===== src/rtl/dir_pkg.sv =====
// Package: shared encodings for the directory controller.
// Assumes: op and message-kind codes are fixed by the block's port contract.
package dir_pkg;

    typedef enum logic [1:0] {
        OP_READ   = 2'd0,
        OP_READX  = 2'd1,
        OP_EVICT  = 2'd2,
        OP_EVICT2 = 2'd3
    } dir_op_e;

    typedef enum logic {
        MSG_INVAL = 1'b0,
        MSG_FETCH = 1'b1
    } dir_msg_e;

    typedef enum logic [1:0] {
        ST_IDLE   = 2'd0,
        ST_SEND   = 2'd1,
        ST_WAIT   = 2'd2,
        ST_COMMIT = 2'd3
    } dir_state_e;

endpackage


===== src/rtl/dir_table.sv =====
// Module: per-line directory storage (holder vector, owner flag, owner id).
// Assumes: one combinational read port and one write port; reset empties all lines.
module dir_table #(
    parameter int NUM_CACHES = 4,
    parameter int NUM_LINES  = 16,
    localparam int SRC_W = $clog2(NUM_CACHES),
    localparam int IDX_W = $clog2(NUM_LINES)
) (
    input  logic                  clk,
    input  logic                  rst_n,
    input  logic [IDX_W-1:0]      rd_line,
    output logic [NUM_CACHES-1:0] rd_holders,
    output logic                  rd_owned,
    output logic [SRC_W-1:0]      rd_owner,
    input  logic                  wr_en,
    input  logic [IDX_W-1:0]      wr_line,
    input  logic [NUM_CACHES-1:0] wr_holders,
    input  logic                  wr_owned,
    input  logic [SRC_W-1:0]      wr_owner
);

    logic [NUM_CACHES-1:0] holders_q [NUM_LINES];
    logic                  owned_q   [NUM_LINES];
    logic [SRC_W-1:0]      owner_q   [NUM_LINES];

    // Clear all entries on reset, otherwise write the committed entry.
    always_ff @(posedge clk) begin
        if (!rst_n) begin
            for (int i = 0; i < NUM_LINES; i++) begin
                holders_q[i] <= '0;
                owned_q[i]   <= 1'b0;
                owner_q[i]   <= '0;
            end
        end else if (wr_en) begin
            holders_q[wr_line] <= wr_holders;
            owned_q[wr_line]   <= wr_owned;
            owner_q[wr_line]   <= wr_owner;
        end
    end

    // Present the addressed entry.
    always_comb begin
        rd_holders = holders_q[rd_line];
        rd_owned   = owned_q[rd_line];
        rd_owner   = owner_q[rd_line];
    end

endmodule


===== src/rtl/dir_plan.sv =====
// Module: decides message targets, message kind and the next entry for a request.
// Assumes: purely combinational; the entry passed in is the current one for the line.
module dir_plan
    import dir_pkg::*;
#(
    parameter int NUM_CACHES = 4,
    localparam int SRC_W = $clog2(NUM_CACHES)
) (
    input  dir_op_e               op,
    input  logic [SRC_W-1:0]      src,
    input  logic [NUM_CACHES-1:0] cur_holders,
    input  logic                  cur_owned,
    input  logic [SRC_W-1:0]      cur_owner,
    output logic [NUM_CACHES-1:0] targets,
    output dir_msg_e              kind,
    output logic [NUM_CACHES-1:0] nxt_holders,
    output logic                  nxt_owned,
    output logic [SRC_W-1:0]      nxt_owner
);

    logic [NUM_CACHES-1:0] src_bit;
    logic [NUM_CACHES-1:0] owner_bit;

    // One-hot forms of the requester and the current owner.
    always_comb begin
        src_bit   = '0;
        owner_bit = '0;
        src_bit[src]         = 1'b1;
        owner_bit[cur_owner] = 1'b1;
    end

    // Per-op selection of targets and resulting entry.
    always_comb begin
        targets     = '0;
        kind        = MSG_INVAL;
        nxt_holders = cur_holders;
        nxt_owned   = cur_owned;
        nxt_owner   = cur_owner;
        case (op)
            OP_READ: begin
                nxt_holders = cur_holders | src_bit;
                if (cur_owned && (cur_owner != src)) begin
                    targets   = owner_bit;
                    kind      = MSG_FETCH;
                    nxt_owned = 1'b0;
                end
            end
            OP_READX: begin
                targets     = cur_holders & ~src_bit;
                nxt_holders = src_bit;
                nxt_owned   = 1'b1;
                nxt_owner   = src;
            end
            default: begin
                targets     = cur_holders;
                nxt_holders = '0;
                nxt_owned   = 1'b0;
                nxt_owner   = '0;
            end
        endcase
    end

endmodule


===== src/rtl/dir_ack_tracker.sv =====
// Module: tracks which addressed caches still owe an acknowledgement.
// Assumes: load happens only when a request is accepted; acks from unaddressed caches clear nothing.
module dir_ack_tracker #(
    parameter int NUM_CACHES = 4
) (
    input  logic                  clk,
    input  logic                  rst_n,
    input  logic                  load,
    input  logic [NUM_CACHES-1:0] load_mask,
    input  logic [NUM_CACHES-1:0] ack,
    output logic [NUM_CACHES-1:0] pending,
    output logic                  clear_next
);

    logic [NUM_CACHES-1:0] pending_next;

    // Remove acknowledged caches from the outstanding set.
    always_comb begin
        pending_next = pending & ~ack;
        clear_next   = (pending_next == '0);
    end

    // Hold the outstanding set across cycles.
    always_ff @(posedge clk) begin
        if (!rst_n)
            pending <= '0;
        else if (load)
            pending <= load_mask;
        else
            pending <= pending_next;
    end

endmodule


===== src/rtl/dir_sharer_ctrl.sv =====
// Module: directory controller top. Accepts one request at a time, sends messages to
// listed holders, collects acks, commits the new entry and pulses completion.
// Assumes: ack bits arrive only for caches that received a message of this request.
module dir_sharer_ctrl
    import dir_pkg::*;
#(
    parameter int NUM_CACHES = 4,
    parameter int NUM_LINES  = 16,
    localparam int SRC_W = $clog2(NUM_CACHES),
    localparam int IDX_W = $clog2(NUM_LINES)
) (
    input  logic                  clk,
    input  logic                  rst_n,
    input  logic                  req_valid,
    output logic                  req_ready,
    input  logic [1:0]            req_op,
    input  logic [SRC_W-1:0]      req_src,
    input  logic [IDX_W-1:0]      req_line,
    output logic [NUM_CACHES-1:0] msg_valid,
    output logic                  msg_kind,
    input  logic [NUM_CACHES-1:0] ack_valid,
    output logic                  done_valid,
    output logic [1:0]            done_op,
    output logic [SRC_W-1:0]      done_src,
    output logic [IDX_W-1:0]      done_line
);

    dir_state_e            state_q;
    dir_op_e               cur_op;
    logic [SRC_W-1:0]      cur_src;
    logic [IDX_W-1:0]      cur_line;
    dir_msg_e              cur_kind;
    logic [NUM_CACHES-1:0] cur_targets;
    logic [NUM_CACHES-1:0] cur_holders_n;
    logic                  cur_owned_n;
    logic [SRC_W-1:0]      cur_owner_n;

    logic [NUM_CACHES-1:0] rd_holders;
    logic                  rd_owned;
    logic [SRC_W-1:0]      rd_owner;
    logic [NUM_CACHES-1:0] pl_targets;
    dir_msg_e              pl_kind;
    logic [NUM_CACHES-1:0] pl_holders;
    logic                  pl_owned;
    logic [SRC_W-1:0]      pl_owner;
    logic [NUM_CACHES-1:0] pending;
    logic                  clear_next;
    logic                  accept;
    logic                  wr_en;

    assign accept = req_valid && req_ready;
    assign wr_en  = (state_q == ST_COMMIT);

    dir_table #(.NUM_CACHES(NUM_CACHES), .NUM_LINES(NUM_LINES)) i_table (
        .clk        (clk),
        .rst_n      (rst_n),
        .rd_line    (req_line),
        .rd_holders (rd_holders),
        .rd_owned   (rd_owned),
        .rd_owner   (rd_owner),
        .wr_en      (wr_en),
        .wr_line    (cur_line),
        .wr_holders (cur_holders_n),
        .wr_owned   (cur_owned_n),
        .wr_owner   (cur_owner_n)
    );

    dir_plan #(.NUM_CACHES(NUM_CACHES)) i_plan (
        .op          (dir_op_e'(req_op)),
        .src         (req_src),
        .cur_holders (rd_holders),
        .cur_owned   (rd_owned),
        .cur_owner   (rd_owner),
        .targets     (pl_targets),
        .kind        (pl_kind),
        .nxt_holders (pl_holders),
        .nxt_owned   (pl_owned),
        .nxt_owner   (pl_owner)
    );

    dir_ack_tracker #(.NUM_CACHES(NUM_CACHES)) i_acks (
        .clk        (clk),
        .rst_n      (rst_n),
        .load       (accept),
        .load_mask  (pl_targets),
        .ack        (ack_valid),
        .pending    (pending),
        .clear_next (clear_next)
    );

    // Sequence one transaction: idle, send, wait for acks, commit.
    always_ff @(posedge clk) begin
        if (!rst_n) begin
            state_q <= ST_IDLE;
        end else begin
            case (state_q)
                ST_IDLE:   if (accept) state_q <= (pl_targets == '0) ? ST_COMMIT : ST_SEND;
                ST_SEND:   state_q <= clear_next ? ST_COMMIT : ST_WAIT;
                ST_WAIT:   if (clear_next) state_q <= ST_COMMIT;
                default:   state_q <= ST_IDLE;
            endcase
        end
    end

    // Capture the request and its planned outcome at acceptance.
    always_ff @(posedge clk) begin
        if (!rst_n) begin
            cur_op        <= OP_READ;
            cur_src       <= '0;
            cur_line      <= '0;
            cur_kind      <= MSG_INVAL;
            cur_targets   <= '0;
            cur_holders_n <= '0;
            cur_owned_n   <= 1'b0;
            cur_owner_n   <= '0;
        end else if (accept) begin
            cur_op        <= dir_op_e'(req_op);
            cur_src       <= req_src;
            cur_line      <= req_line;
            cur_kind      <= pl_kind;
            cur_targets   <= pl_targets;
            cur_holders_n <= pl_holders;
            cur_owned_n   <= pl_owned;
            cur_owner_n   <= pl_owner;
        end
    end

    // Drive the port-side view of the current state.
    always_comb begin
        req_ready  = (state_q == ST_IDLE);
        msg_valid  = (state_q == ST_SEND) ? cur_targets : '0;
        msg_kind   = cur_kind;
        done_valid = (state_q == ST_COMMIT);
        done_op    = cur_op;
        done_src   = cur_src;
        done_line  = cur_line;
    end

endmodule


===== config.mk =====
export PLATFORM = sky130hd
export DESIGN_NAME = dir_sharer_ctrl
export DESIGN_NICKNAME = d
export VERILOG_FILES = /design/src/rtl/dir_pkg.sv /design/src/rtl/dir_table.sv /design/src/rtl/dir_plan.sv /design/src/rtl/dir_ack_tracker.sv /design/src/rtl/dir_sharer_ctrl.sv
export SDC_FILE = /design/constraint.sdc
export NUM_CORES = 1
export LEC_CHECK = 0
export BUFFER_PORTS_ARGS = -buffer_cell sky130_fd_sc_hd__buf_2
export CAP_MARGIN = 40
export CORE_MARGIN = 4
export CORE_UTILIZATION = 35
export DETAILED_ROUTE_END_ITERATION = 8
export GPL_TIMING_DRIVEN = 0
export SYNTH_ARGS = -nofsm -noshare
export SYNTH_HDL_FRONTEND = slang
export SYNTH_HIERARCHICAL = 1
export SYNTH_SLANG_ARGS = --single-unit

===== constraint.sdc =====
create_clock -name clk -period 2.5 [get_ports clk]
set_input_delay 0.25 -clock clk [delete_from_list [all_inputs] [get_ports clk]]
set_output_delay 0.25 -clock clk [all_outputs]
set_load 0.005 [all_outputs]

==> results, run 1 <==
- The total wire length is 18,010 µm.
- The number of vias per cell after detailed routing is 5.580.
- The later pin in the worst-skew pair is clocked with a latency of 0.42 ns.
- The wire length of the first global-routing pass is 28,100 µm.
- Entering global routing, the biggest net connects 17 pins.
- The post-synthesis average cell area is 12.13 µm².
- The sequential cell area fraction in the yosys report is 56.01%.
- No sink is reached through more buffers than the 2 on the longest clock path.
- Setup violations remaining at the end of the flow were counted as 7.
- Across the VDD grid, the largest voltage drop is 0.4737 mV.
- The launch point of the worst hold path is req_op[0].
- The capture point of the worst reg-to-reg path is state_q[1].
- Setup repair after global routing could not meet its margin everywhere.
- The logic depth of the worst register-to-register path is 9.
- The power after layout is 0.005908 W.
- After global routing the overflow that remains totals 0.
- The floorplan has 50 rows.
- The source of the critical timing path is i_table/owner_q[3][0].
- Clock-pin slew was measured on the worst setup and hold paths at 0.06 ns.
- The vertical die dimension is 145.8 µm.
- Following the worst setup path forward leads to its endpoint at state_q[1].
- The initial antenna violation count is 0.
- The combined global-route utilization of all metal layers is 17.21%.
- The violation count after the first detailed-routing iteration is 408.
- The library cell used as clock root buffer is clkbuf_16.
- The initial cell density of the core is 35.54%.
- The most common library cell in the layout ignoring fill and taps is edfxtp_1.
- The number of remaining DRC errors is 0.
- The clock net in this run drives a total of 138 sinks.
- Pin placement for this block handled 30 I/O pins.
- The worst-margin pin slew is 0.9086 ns.
- For this run, the number of standard cells in the final layout without fillers is 860.
- In this run the register-to-register setup slack is -0.16 ns.
- Along the worst path, the maximum fanout reaches 5.
- Clock tree synthesis inserted a total of 17 buffers.
- The cell with the largest stage delay on the worst path is mux4_2.
- Traced cell by cell, the critical path runs through mux4_2, a22oi_2, nand2_4, xnor2_2, a211o_4, o32ai_4, nor4_4, a21oi_2, o41ai_2.
- The worst path required time is 2.79 ns.
- The H-tree depth reported by CTS is 4.
- The number of nets with antenna violations after detailed routing is 0.
- For met3 alone, demand over resource in global routing was 3.332%.
- The worst setup slack before clock tree synthesis is -0.8807 ns.
- The final reports fail on negative setup slack.
- The maximum clock rate is 376.3 MHz.
- The post-layout minimum cycle time is 2.657 ns.
- The number of antenna diodes in the final layout is 0.
- After layout, the worst setup slack is -0.1574 ns.
- The via count of the first global-routing pass was 4,853.
- The total negative setup slack is -0.6616 ns.
- Across the run, the number of max-cap violations was 0.
- TritonCTS built the clock tree.
- The library cells used most frequently in the layout, excluding fill and tap cells, are edfxtp_1, and3_1, nand2_1, buf_2, dfxtp_1.
- The arrival time reported for the critical path endpoint is 2.95 ns.
- Relative to the synthesized area, the layout overhead comes to 18.95%.
- The total area inside the core boundary comes to 18,710 µm².
- The number of nets handed over by synthesis was 568.
- The vias after detailed routing is 4,799.
- Global routing consumed, on the met1 layer, 22.56% of the routing resources.
- The unique cell type count in the Yosys netlist is 45.
- The die covers 21,260 µm².
- The largest stage delay on the critical path is 0.51 ns.
- The worst setup path is launched from a flip-flop.
- Detailed placement ended at an HPWL of 12,880 µm.
- The worst pin sits at a relative slew slack of 39.20%.
- The yosys synthesis warning count is 6.
- Summing every instance area after synthesis gives 6648 µm².
- Once placement completed, the tool counted placed cells totaling 823.
- During placement, the flow inserted port buffers numbering 29.
- The startpoint of the most critical register-to-register path is i_table/owner_q[3][0].
- In the global route stage, met2 resource usage came out at 28.40%.
- The run finished, with violations left.
- The worst path uses 106.3% of the clock period.
- After technology mapping, the gate count stands at 548.
- The detailed-router iteration count before antenna repair is 5.
- The final count of pins violating max slew is 0.
- STA classifies the critical path endpoint as a flip-flop.
- For this run, the post-layout net count is 633.
- For this design the static power due to leakage is 3.204 nW.
- The global placer's final weighted congestion is 0.9268.
- The power density of the placed cells is 747.1 nW/µm².
- The synthesized design contains 138 register bits.
- The proportion of layout cells with a drive suffix above 1 is 22.52%.
- Between clock sinks in the finished design, the worst skew comes to 0.01379 ns.
- met2 is the most crowded layer.
- The total count of hold-check failures in the final report is 0.
- Dividing the detail-routed wire length by the instance count gives 20.94 µm.
- The critical path is of the flip-flop to flip-flop type.
- The x dimension of the die is 145.8 µm.
- The worst min-delay path class is input pin to flip-flop.
state kept, by name (all words and copies together), names as in the netlist, 2 cells and up:
signal	count
cur_holders_n	4
cur_owner_n	2
cur_targets	4
done_line	4
done_op	2
done_src	2
i_acks/pending	4
i_table/holders_q	64
i_table/owned_q	16
i_table/owner_q	32
state_q	2
where the power goes:
part           internal, W  total (W)  switching [W]  leakage, nW
Clock              0.00136    0.00233       0.000969        0.260
Sequential         0.00255    0.00263      0.0000776         1.33
Combinational     0.000320   0.000947       0.000627         1.61
Total              0.00423    0.00591        0.00167         3.20
critical path: cells and delay by family (launching register included):
kind / cells / cell delay [ns]
AOI/OAI and AO/OA: 5 / 1.28
xor gates and xnor gates: 1 / 0.15
DFF: 1 / 0.37
muxes: 1 / 0.51
and+or+nand+nor: 2 / 0.19
metrics by stage:
| stage | area (µm²) | hold slack, ns | util (%) |
|---|---|---|---|
| final | 7908 | 0.08631 | 42.27 |
| after global routing | 7908 | 0.08499 | 42.27 |
| after CTS | 7870 | 0.07129 | 42.07 |
| after detailed placement | 7218 | 0.4462 | 38.59 |
| after global placement | 7151 | 0.4376 | 38.23 |
| after floorplan | 6713 | 0.3860 | - |
final cells by class:
class,instances,area (µm²)
timing repair buffer,46,250.2
inverter,13,48.80
clock buffer,17,425.4
fill,1699,10800
buffer,48,255.2
sequential,138,3724
multi-input combinational,349,2788
tap,234,292.8
clock inverter,15,123.9
per-layer routing:
| layer | routed length, µm | share of wire (%) |
|---|---|---|
| met2 | 8910 | 49 |
| met5 | 0 | 0 |
| met4 | 451 | 2.5 |
| met1 | 7659 | 43 |
| met3 | 989 | 5.5 |
synthesized netlist by cell type (all sizes together):
library cell,number,share of area [%]
nor2b,6,0.68
nor2,10,0.64
and4b,2,0.30
o31ai,9,1.0
inv,13,0.73
nand4bb,1,0.17
or2b,1,0.11
o41ai,1,0.24
a21oi,29,2.2
mux4,28,10
and4,2,0.26
mux2i,6,0.90
edfxtp,96,43
nor3,5,0.38
dfxtp,42,13
xnor2,2,0.26
and3,72,6.8
o21ai,23,2.0
o21a,1,0.11
o211ai,9,1.0
or2,1,0.094
nor4,1,0.094
a211o,1,0.13
nand4,1,0.19
o32ai,3,0.40
nand4b,2,0.26
and4bb,1,0.19
and2,29,2.7
ha,5,0.94
a22oi,14,1.6
a32o,1,0.17
nand2b,13,1.3
nand2,61,3.4
nand3,9,0.68
clkbuf,28,1.6
buf,20,2.0
cells by family after synthesis:
| kind of cell | count (synthesis) | synth area share [%] |
|---|---|---|
| AOI/OAI and AO/OA | 91 | 8.809 |
| xor gates and xnor gates | 2 | 0.2636 |
| adders and majority gates | 5 | 0.9411 |
| buffers and inverters | 61 | 4.291 |
| DFF | 138 | 56.01 |
| muxes | 34 | 11.35 |
| and+or+nand+nor | 217 | 18.33 |
repair_timing:
| item | CTS | global route |
|---|---|---|
| setup buffers | 3 | 2 |
| pin swaps | 7 | 7 |
| gates resized for setup | 16 | 7 |
| endpoints found under the hold margin | 0 | 0 |
| endpoints found under the setup margin | 9 | 19 |
| hold buffers | 0 | 0 |
worst min path at each step:
stage / end / slack (ns) / depth (start not counted)
after CTS: done_op[0] / 0.07 / 3
after global routing: done_op[0] / 0.08 / 3
final: done_op[0] / 0.09 / 3
after detailed placement: done_src[0] / 0.45 / 2
after global placement: i_table/owned_q[15] / 0.44 / 2
after floorplan: done_op[0] / 0.39 / 2
Power figures use the tool's default switching activity.
==> run 2, diff against run 1 <==
CORE_UTILIZATION = 37   (was 35)
PLACE_DENSITY = 0.61   (was unset)
==> run 2 against run 1 <==
Net effect: the run still ends with negative setup slack left; combinational power about the same; sequential share of layout area increased by 0.060 points; register-to-register slack improved by 0.03 ns; flip-flop and latch count unchanged; cell count decreased by 1.4%; non-clock buffer count decreased by 2; core utilization increased by 2.9 points; highest routed layer unchanged.
==> results, run 2 (synthesized netlist as in run 1, its figures left out) <==
- The maximum fanout along the worst path is 5.
- The die covers 20,180 µm².
- The detailed-router iteration count before antenna repair is 5.
- The startpoint-to-endpoint class of the critical path is flip-flop to flip-flop.
- The internal portion of the total power is 0.004426 W.
- The post-layout minimum cycle time is 2.629 ns.
- Based on the critical path, the design can be clocked at up to 380.4 MHz.
- The post-route netlist has 21.51% of its cells at a drive strength greater than 1.
- The library cell used most frequently in the layout, excluding fill and tap cells, is edfxtp_1.
- The worst slew slack as a fraction of its limit is 48.13%.
- The total overflow left after global routing is 0.
- The final period utilization is 105.1%.
- The number of max-cap violations is 0.
- The checks that failed: negative setup slack.
- The clock network accounts for 41.2% of the total power.
- In this run the power spent charging and discharging nets is 0.001654 W.
- The initial antenna violation count came to 0.
- The floorplan has 48 rows.
- The worst min-delay path class is input pin to flip-flop.
- The worst-margin pin slew is 0.7752 ns.
- The worst setup path is captured at a flip-flop.
- CTS built an H-tree with a depth of 4.
- The per-cell routed wire length is 21.00 µm.
- In this run, the combinational gates consume 15.6% of the power.
- The number of nets with antenna violations after detailed routing is 0.
- The congestion estimate from routability-driven global placement came to 0.8651.
- The clock drives 138 sinks.
- The final count of pins violating max slew is 0.
- The run finished, with violations left.
- The number of buffers inserted during clock tree synthesis is 17.
- The design area is 7898 µm².
- At the worst endpoint, the arrival time is 2.98 ns.
- The startpoint type of the worst setup path is a flip-flop.
- Setup repair after global routing could not meet its margin everywhere.
- Clock-pin slew was measured on the worst setup and hold paths at 0.06 ns.
- The design draws 0.006079 W.
- The layout net count is 631.
- The worst supply voltage drop on vdd is 0.4389 mV.
- The maximum number of pins on one net before global-route repair is 17.
- The initial cell density of the core is 38.04%.
- The reported leakage power is 3.210 nW.
- The detailed placement HPWL is 12,660 µm.
- The largest registers in the layout are i_table/holders_q: 64 flops, i_table/owner_q: 32 flops, i_table/owned_q: 16 flops.
- The total wire length is 17,810 µm.
- The worst path required time is 2.85 ns.
- The slack of the critical path is -0.1286 ns.
- In the routed design, unresolved DRC markers number 0.
- For the worst-skew pair, the clock arrives at the later sink with an insertion delay of 0.42 ns.
- The total negative setup slack is -0.3013 ns.
- The net switching fraction of the power is 27.20%.
- The vertical die dimension is 142.0 µm.
- The area overhead of the layout relative to synthesis is 18.80%.
- The routed layout has 4,800 vias.
- The core region is 17,480 µm².
- Global routing used 18.25% of the available tracks.
- Counting tap cells, the placed design contains a total of 812 instances.
- The number of flip-flops under the largest register name is 64.
- The power density of the placed cells is 769.8 nW/µm².
- In this run, flip-flops and latches consume 43.2% of the power.
- The repair_antennas step left the layout with diodes totalling 0.
- The first global-routing pass estimated 27,680 µm of wire.
- The total of hold buffers inserted after clock tree synthesis is 0.
- The clock passes through at most 2 buffers.
- For this block, the initial DRC count from the detailed router was 457.
- TritonCTS built the clock tree.
- The via count of the first global-routing pass came to 4,938.
- The total count of hold-check failures in the final report came to 0.
- The placed instances occupy a cell area of 7189 µm².
- CTS placed an instance of clkbuf_16 at the clock tree root.
- The worst setup slack before clock tree synthesis is -0.8126 ns.
- Setup violations remaining at the end of the flow were counted as 5.
- The finished layout holds 848 standard cells, fillers aside.
- The register with the most flip-flops in the final layout is i_table/holders_q.
- The worst clock skew is 0.009024 ns.
- The library cells used most frequently in the layout, excluding fill and tap cells, are edfxtp_1, and3_1, nand2_1, buf_2, dfxtp_1.
- Port buffering added 29 buffers.
- The number of vias per cell after detailed routing is 5.660.
- The floorplan step set the die width to 142.0 µm.
- The I/O pin total is 30.
## run 2: power groups by stage
stage	clock [W]	sequential [W]	combinational, W
detailed placement	0	0.00267	0.000872
CTS	0.00254	0.00262	0.000906
global placement	0	0.00266	0.000839
global route	0.00266	0.00264	0.00102
finish	0.00251	0.00263	0.000948
floorplan	0	0.00265	0.000553
## run 2: through the flow
stage          utilization (%)  hold WS (ns)
2_1_floorplan                -        0.3860
3_3_place_gp             40.85        0.4410
3_5_place_dp             41.14        0.4441
4_1_cts                  44.97       0.06949
5_1_grt                  45.19       0.09666
6_report                 45.19       0.08873
## run 2: critical path, cell delays in order (launching register included)
cell      delay (ns)
edfxtp_1        0.36
mux4_2          0.52
a22oi_2         0.26
nand2_4         0.11
xnor2_2         0.17
a211o_4         0.41
o32ai_4         0.39
buf_4           0.18
nand2_1         0.06
a21oi_2         0.11
## run 2: timing repair
item | in CTS | in global routing
resized for setup | 15 | 5
hold endpoints to repair | 0 | 0
buffers inserted | 2 | 3
pin swaps | 10 | 8
setup endpoints to repair | 9 | 17
## run 2: layout make-up
cell class	count	area, µm²
fillers	1572	9579
flip-flops and latches	138	3724
multi-input cells	349	2775
clock buffers	19	432.9
well taps	225	281.5
plain buffers	48	252.7
repair buffers	44	232.7
clock inverters	12	150.1
inverters	13	48.80
## run 2: final timing paths
kind                                            start        endpoint  slack [ns]  depth (start not counted)
worst max-delay path            i_table/owner_q[2][1]  cur_targets[1]       -0.13                          9
worst min-delay path                        req_op[0]      done_op[0]        0.09                          3
worst max register to register  i_table/owner_q[2][1]  cur_targets[1]       -0.13                          9
worst min register to register             done_op[0]      done_op[0]        0.45                          2
## run 2: metal layers
layer | share of wire (%) | GRT usage (%) | vias up
met4 | 2.7 | 7.525 | 0
met1 | 43 | 24.25 | 2404
met2 | 48 | 28.87 | 175
met5 | 0 | 0 | -
li1 | - | - | 2184
met3 | 6.3 | 4.335 | 37
